--- config.mk ---
export PLATFORM = sky130hd
export DESIGN_NAME = clk_ratio_ctrl
export DESIGN_NICKNAME = d
export VERILOG_FILES = /design/src/rtl/clk_ratio_ctrl.sv
export SDC_FILE = /design/constraint.sdc
export NUM_CORES = 1
export LEC_CHECK = 0
export ABC_AREA = 1
export BUFFER_PORTS_ARGS = -buffer_cell sky130_fd_sc_hd__buf_2
export CAP_MARGIN = 15
export CORE_ASPECT_RATIO = 1.75
export CORE_MARGIN = 3
export CORE_UTILIZATION = 61
export CTS_CLUSTER_DIAMETER = 200
export DETAILED_ROUTE_END_ITERATION = 7
export PLACE_DENSITY_LB_ADDON = 0.08
export SYNTH_ARGS = -nofsm -noshare
export SYNTH_HDL_FRONTEND = slang
export SYNTH_SLANG_ARGS = --single-unit
export TNS_END_PERCENT = 20
--- constraint.sdc ---
create_clock -name clk -period 10.7 [get_ports clk]
set_input_delay 1.07 -clock clk [delete_from_list [all_inputs] [get_ports clk]]
set_output_delay 1.07 -clock clk [all_outputs]
set_load 0.005 [all_outputs]
--- src/rtl/clk_ratio_ctrl.sv ---
`timescale 1ns/1ps
module clk_ratio_ctrl #(
  parameter int RATE_W = 32
) (
  input  logic              clk,
  input  logic              rst_n,
  input  logic              wr_en,
  input  logic [15:0]       wr_data,
  input  logic              req_en,
  input  logic [2:0]        req_dom,
  input  logic [RATE_W-1:0] req_parent,
  input  logic [RATE_W-1:0] req_target,
  output logic [15:0]       cfg_q,
  output logic              req_reject,
  output logic [5:0]        dom_en
);
  localparam int NDOM  = 6;
  localparam int EXP_W = 2;
  localparam int PH_W  = 3;
  localparam int NEXP  = 1 << EXP_W;

  logic [PH_W-1:0] ph;
  logic [15:0]     act;
  logic [EXP_W-1:0] req_exp;
  logic            req_fit;
  logic            req_ok;
  logic [15:0]     merged;

  function automatic logic [15:0] clamp(input logic [15:0] v);
    logic [1:0] per, lcd, cpu, dsp, tc, mmu;
    logic [2:0] dsp_p1;
    per = v[1:0];
    lcd = v[3:2];
    cpu = v[5:4];
    dsp = v[7:6];
    tc  = v[9:8];
    mmu = v[11:10];
    dsp_p1 = {1'b0, dsp} + 3'd1;
    if (mmu < dsp) mmu = dsp;
    if ({1'b0, mmu} > dsp_p1) mmu = dsp_p1[1:0];
    if (tc < cpu) tc = cpu;
    if (tc < mmu) tc = mmu;
    if (lcd < tc) lcd = tc;
    if (per < tc) per = tc;
    return {v[15:12], mmu, tc, dsp, cpu, lcd, per};
  endfunction

  always_comb begin
    req_exp = '0;
    req_fit = 1'b0;
    for (int e = NEXP - 1; e >= 0; e--) begin
      if ((req_parent >> e) <= req_target) begin
        req_exp = EXP_W'(e);
        req_fit = 1'b1;
      end
    end
  end

  assign req_ok = req_fit && (req_dom < 3'(NDOM));

  always_comb begin
    merged = cfg_q;
    merged[{req_dom, 1'b0} +: EXP_W] = req_exp;
  end

  always_ff @(posedge clk) begin
    if (!rst_n) begin
      ph         <= '0;
      cfg_q      <= '0;
      act        <= '0;
      req_reject <= 1'b0;
    end else begin
      ph         <= ph + 1'b1;
      req_reject <= 1'b0;
      if (wr_en)
        cfg_q <= clamp(wr_data);
      else if (req_en) begin
        if (req_ok) cfg_q <= clamp(merged);
        else        req_reject <= 1'b1;
      end
      if (ph == '1) act <= cfg_q;
    end
  end

  for (genvar d = 0; d < NDOM; d++) begin : g_en
    logic [EXP_W-1:0] e;
    assign e = act[EXP_W*d +: EXP_W];
    assign dom_en[d] = ((ph & ((PH_W'(1) << e) - PH_W'(1))) == '0);
  end

  a_r1_all_meet: assert property (@(posedge clk) disable iff (!rst_n)
    (ph == '0) |-> (dom_en == '1));

  a_r2_upper_pass: assert property (@(posedge clk) disable iff (!rst_n)
    wr_en |=> (cfg_q[15:12] == $past(wr_data[15:12])));

  a_r3_mmu_window: assert property (@(posedge clk) disable iff (!rst_n)
    (cfg_q[11:10] >= cfg_q[7:6]) && ({1'b0, cfg_q[11:10]} <= {1'b0, cfg_q[7:6]} + 3'd1));

  a_r4_tc_floor: assert property (@(posedge clk) disable iff (!rst_n)
    (cfg_q[9:8] >= cfg_q[5:4]) && (cfg_q[9:8] >= cfg_q[11:10]));

  a_r5_slow_domains: assert property (@(posedge clk) disable iff (!rst_n)
    (cfg_q[3:2] >= cfg_q[9:8]) && (cfg_q[1:0] >= cfg_q[9:8]));

  a_r5_keep_cpu_dsp: assert property (@(posedge clk) disable iff (!rst_n)
    wr_en |=> (cfg_q[7:4] == $past(wr_data[7:4])));

  a_r6_hold_phase: assert property (@(posedge clk) disable iff (!rst_n)
    (ph != '0) |-> (act == $past(act)));

  a_r8_reject_holds: assert property (@(posedge clk) disable iff (!rst_n)
    req_reject |-> (cfg_q == $past(cfg_q)));

  a_r9_write_wins: assert property (@(posedge clk) disable iff (!rst_n)
    (wr_en && req_en) |=> !req_reject);
endmodule

# --- Word-level counts from Yosys, hierarchy flattened ---
# Cells that the tools add are included.
# W data, S select, Z words.
word_totals:
  regBits: 32
  out_inout_bits: 23
  word_cells: 108
classes:
  add_sub_neg: 10
  n_lt_le_gt_ge: 17
  eq_ne: 1
  shifts: 8
  mux: 49
  n_bitwise: 8
  n_reduce_logical: 11
op_table:
  columns: ["cell", "count"]
  rows:
  - ["$mux W2", 40]
  - ["$mux W16", 3]
  - ["$le A29 B32 Y1", 1]
  - ["$le A30 B32 Y1", 1]
  - ["$le A31 B32 Y1", 1]
  - ["$le A32 B32 Y1", 1]
  - ["$lt A2 B2 Y1", 10]
  - ["$and A3 B3 Y3", 6]
  - ["$logic_not A3 Y1", 6]
  - ["$shl A1 B2 Y3 const A", 6]
  - ["$sub A3 B1 Y3 const B", 6]
  - ["$bwmux W16", 1]
  - ["$shift A2 B6 Y16 const A", 1]
  - ["$shiftx A2 B6 Y16", 1]
  - ["$add A2 B1 Y3 const B", 2]
  - ["$gt A2 B3 Y1", 2]
  - ["$neg A4 Y6", 1]
  - ["$mux W1", 5]
  - ["$reduce_bool A2 Y1", 2]
  - ["$add A3 B1 Y3 const B", 1]
  - ["$eq A3 B3 Y1 const B", 1]
  - ["$lt A3 B3 Y1 const B", 1]
  - ["$reduce_or A3 Y1", 1]
  - ["$not A1 Y1", 2]
  - ["2 further kinds", 2]

# --- Depth between registers and ports, before layout ---
logic_depth:
  word_depth: 30
  mapped_depth: 38

# --- Worst setup path before layout ---
# Ideal clock, no wire load.
synth_timing:
  path_type: "input-to-reg"
  start: "input req_target[23]"
  end: "register cfg_q[0]"
  setup_time_ps: 122
  arrival_ps: 5086
  setup_slack_ps: 5492
  stages: 33
  path_buffers: 0
  path_cell_list: "inv_1 > ha_1 > nand2_1 > nor2_1 > inv_1 > nor3_2 > nand2_1 > a21oi_1 > and2_1 > nand2_1 > nor2_1 > nand2_1 > o21ai_0 > o21a_1 > inv_1 > ha_1 > o22a_1 > nand2_1 > nand2_1 > inv_1 > ha_1 > a21oi_1 > and2_1 > nand2_1 > o21ai_0 > ha_1 > or2_2 > nand2_1 > nand2_2 > nand2_1 > nand2_1 > nand2_1 > a21oi_2"
synth_between:
  elab_chain_cells: 30
synth_rtl:
  columns: ["element", "line_no", "source"]
  rows:
  - ["from (decl)", "12", "input logic [RATE_W-1:0] req_target,"]
  - ["$le A29 B32 Y1", "52", "if ((req_parent >> e) <= req_target) begin"]
  - ["$mux W2 (4 in a row)", "52", null]
  - ["$shiftx A2 B6 Y16", "63", "merged[{req_dom, 1'b0} +: EXP_W] = req_exp;"]
  - ["$bwmux W16", "63", null]
  - ["$lt A2 B2 Y1", "39", "if (mmu < dsp) mmu = dsp;"]
  - ["$mux W2", "39", null]
  - ["$mux W2", "78", "if (req_ok) cfg_q <= clamp(merged);"]
  - ["$mux W2", "77", "else if (req_en) begin"]
  - ["[11 not listed]", null, null]
  - ["$mux W2", "77", null]
  - ["$mux W2", "75", "if (wr_en)"]
  - ["$mux W2", "67", "if (!rst_n) begin"]
  - ["$lt A2 B2 Y1", "44", "if (per < tc) per = tc;"]
  - ["$mux W2", "44", null]
  - ["$mux W16", "78", null]
  - ["$mux W16", "77", null]
  - ["$mux W16", "75", null]
  - ["to (signal assigned)", "76", "cfg_q <= clamp(wr_data);"]
  - ["to (signal assigned)", "78", null]
  - ["to (decl)", "13", "output logic [15:0] cfg_q,"]
# Several ways; a longest one is shown, not always the timed one. The select of a mux whose other input is x is not followed.
# A chain may end at the register's enable or synchronous reset.

# --- Final worst setup path ---
layout_timing:
  start: "input req_target[15]"
  end: "register cfg_q[0]"
# Same word-level chain as after synthesis.

==> summary by stage <==
Global routing
The global routing usage summed across all routing layers is 0.297. The maximum number of pins on one net before global-route repair is 24. The initial antenna violation count is 0. The via count of the first global-routing pass is ~5,700.

The total overflow left after global routing is 0. The global-route wire length before repair is 24.5 mm.

Routing
The total wire length is 14.8 mm. The DRC violation count after routing is 0. The first-pass iteration count of the detailed router is 6.

The detail-routed net length per standard cell is around 14 um. In the routed layout, each cell is associated on average with a via count of 5.68. The first routing iteration left 168 violations.

The total vias in the final route is 5,795. The remaining antenna violation count after routing is 0.

Floorplan
The area of the die is about 10,000 sq um. From bottom edge to top edge, the die measures 130 um. The initial standard-cell utilization of the core is 0.639. The x dimension of the die is just under 80 um. In this run the count of I/O pins placed on the die edge is 110. The floorplan has between 40 and 50 rows. The core region is 8420 sq um.

Setup path
The startpoint of the worst register-to-register path is cfg_q[7]$_SDFFE_PN0P_. The worst endpoint required time is 10.87 ns. The slowest stage of the critical path belongs to the cell ha_1. Data arrives at the worst endpoint at 5.87 ns. The endpoint identified for the worst register-to-register timing path is cfg_q[0]$_SDFFE_PN0P_. For this run, the slowest stage of the critical path takes 0.32 ns. The depth of the worst register-to-register path is 20.

The setup path with the least slack is of type in -> reg. The register-to-register setup slack is 7.40 ns. STA classifies the critical path startpoint as an input pin. The endpoint type of the worst setup path is a flip-flop. The largest fanout on the critical path is 4. By instance count, the cell type seen most on the critical path is nand2_1.

STA
Measured against its own limit, the worst slew margin works out to 0.451. The final worst clock skew is between 0.009 and 0.01 ns. The peak clock frequency supported by timing is 175 MHz. Of the available clock period, the critical path in the final layout requires 0.533. For the pin with the worst max-slew slack, the measured transition is 0.815 ns.

The total count of hold-check failures in the final report was 0. Setup repair after global routing left no endpoint under its margin. The final setup TNS is 0 ns. The time the worst path needs with I/O delays and setup is about 5.7 ns.

Setup violations remaining at the end of the flow were counted as 0. The max-slew violation total from the final report is 0.

Clocking
The count of buffers added by post-CTS timing repair for setup is 0. The later pin in the worst-skew pair is clocked with a latency of 0.28 ns. The clock transition at the register clock pins on the worst setup and hold paths after CTS is 0.05 ns.

The number of levels in the clock H-tree is 2. The largest buffer count on any clock path is 2. In this run, post-CTS repair resized a total of 0 instances. TritonCTS built the clock tree. Hold repair after CTS inserted 0 buffers. The total clock sinks is 32. The root buffer cell is clkbuf_16. Clock tree synthesis inserted a total of 5 buffers.

Placed design
Buffers placed on the I/O ports in this run total 109. The detailed-placement wirelength estimate is 12.7 mm. The last weighted congestion value of the routability-driven placer is 0.936.

Pwr
The peak supply drop is 0.000149 V. The share of total power dissipated in the clock network is 0.301. The total power divided by cell area is around 87 nW/um^2. The share of total power dissipated in sequential elements is 0.254. Of the total power, the share spent switching nets is 0.381. In this run the power spent charging and discharging nets is 0.000205 W. In this run the static leakage power is 3.51 nW.

The logic gate share of total power is 0.444. The internal portion of total power is 0.000333 W.

Cells and area
In the layout the commonest cells are 179 x nand2_1, 155 x ha_1, 117 x inv_1, 109 x buf_2, 69 x a21oi_1. At the end of the flow the core is filled with cells to 0.735. Leaving out fill and tap cells, the most frequent cell in the layout is nand2_1. The number of nets in the layout is approximately 1,100. The area growth from synthesis to final layout is 15.1%. The layout cell share with drive strength beyond 1 is 0.158. The antenna diode count is 0.

Yosys
The synthesis warning total is 0. Synthesis produced 794 cells. The distinct cell type count of the synthesized netlist is 40. The sequential-to-total area share from yosys stat is 0.119. The flip-flop and latch count after synthesis is 32.

The cell area after synthesis is 5380 sq um. Yosys mapped a number of flops with a built-in enable equal to 0. For this run, the leading register cell type out of synthesis is dfxtp_1. The number of nets in the synthesized netlist is 1,036. The async set-reset flop share out of synthesis is 0. A synthesized cell averages 6.78 sq um.

Min path
The number of cells traversed by the worst hold path is 2. The startpoint identified for the worst hold timing path is act[2]$_SDFFE_PN0N_. The hold-critical path endpoint is act[2]$_SDFFE_PN0N_. The class of the worst hold path is reg -> reg.

Run
The number of max-capacitance violations reported is 0.

Run status
The flow ran to the end, and the final reports show no timing, DRC or antenna violations.
-- worst max-delay path, delay by kind of cell --
kind | cells | cell delay, ns
AND/OR/NAND/NOR | 18 | 2.01
buffers and inverters | 4 | 0.28
adder cells (fa/ha/maj) | 4 | 1.11
AO/OA/AOI/OAI | 8 | 1.39
-- stage by stage --
step,total power [W],instances,setup WS [ns],hold WS [ns],instance area [sq um]
floorplan,0.000298,794,5.49,0.456,5380
global placement,0.000364,1012,4.97,0.493,6030
detailed placement,0.000375,1012,4.75,0.506,6030
CTS,0.000538,1020,5.02,0.523,6190
global route,0.000583,1020,4.55,0.566,6190
finish,0.000539,1020,5.00,0.524,6190
-- cell type report --
class / instances / area (sq um)
clock buffers: 6 / 129
clock inverters: 2 / 35.0
fillers: 731 / 2230
inverters: 121 / 454
multi-input cells: 635 / 4250
flip-flops and latches: 32 / 641
well taps: 115 / 144
repair buffers: 109 / 546
-- synthesized netlist by cell type, types with 3 or more instances --
cell type / n / area (sq um)
a21o_1: 3 / 22.5
a21oi_1: 69 / 345
a21oi_2: 4 / 35.0
a31oi_1: 12 / 75.1
and2_1: 4 / 25.0
clkbuf_1: 4 / 15.0
clkinv_1: 3 / 11.3
dfxtp_1: 32 / 641
ha_1: 155 / 1940
inv_1: 117 / 439
nand2_1: 179 / 672
nand2_2: 5 / 31.3
nand3_1: 18 / 90.1
nand3_2: 4 / 40.0
nand4_1: 13 / 81.3
nor2_1: 67 / 251
nor2_2: 3 / 18.8
nor3_1: 11 / 55.1
nor4_1: 3 / 18.8
o21a_1: 9 / 67.6
o21ai_0: 52 / 260
o21bai_1: 3 / 22.5
o22ai_1: 3 / 18.8
-- cells by family after synthesis --
logic type	count (synthesis)	share of synthesized area
AND/OR/NAND/NOR	316	0.256
AO/OA/AOI/OAI	164	0.172
adder cells (fa/ha/maj)	155	0.360
buffers and inverters	127	0.0919
flip-flops	32	0.119
-- per-layer routing --
layer | share of wire | vias to the layer above | global-route usage
met5 | 0 | - | 0
met4 | 0.068 | 0 | 0.215
met3 | 0.044 | 71 | 0.0345
met2 | 0.53 | 204 | 0.588
met1 | 0.35 | 2612 | 0.277
li1 | - | 2908 | -
-- power groups by stage --
stage	clock (W)	sequential (W)	combinational, W
finish	0.000162	0.000137	0.000239
global route	0.000168	0.000138	0.000278
CTS	0.000162	0.000137	0.000239
detailed placement	0	0.000139	0.000237
global placement	0	0.000139	0.000225
floorplan	0	0.000136	0.000163
-- flip-flops by register name, summed over array words and instances (netlist names) --
register	cells
ph	3
cfg_q	16
act	12
req_reject	1
-- how the worst max path moves through the flow --
stage                         startpoint                     to  slack [ns]  cells past startpoint
final                     req_target[15]  cfg_q[0]$_SDFFE_PN0P_        5.00                     34
after global routing       req_target[3]  cfg_q[2]$_SDFFE_PN0P_        4.55                     34
after CTS                 req_target[15]  cfg_q[2]$_SDFFE_PN0P_        5.02                     32
after detailed placement  req_target[15]  cfg_q[2]$_SDFFE_PN0P_        4.75                     32
after global placement    req_target[15]  cfg_q[0]$_SDFFE_PN0P_        4.97                     34
after floorplan           req_target[23]  cfg_q[0]$_SDFFE_PN0P_        5.49                     33
No activity file was read; power rests on OpenSTA's default activity.
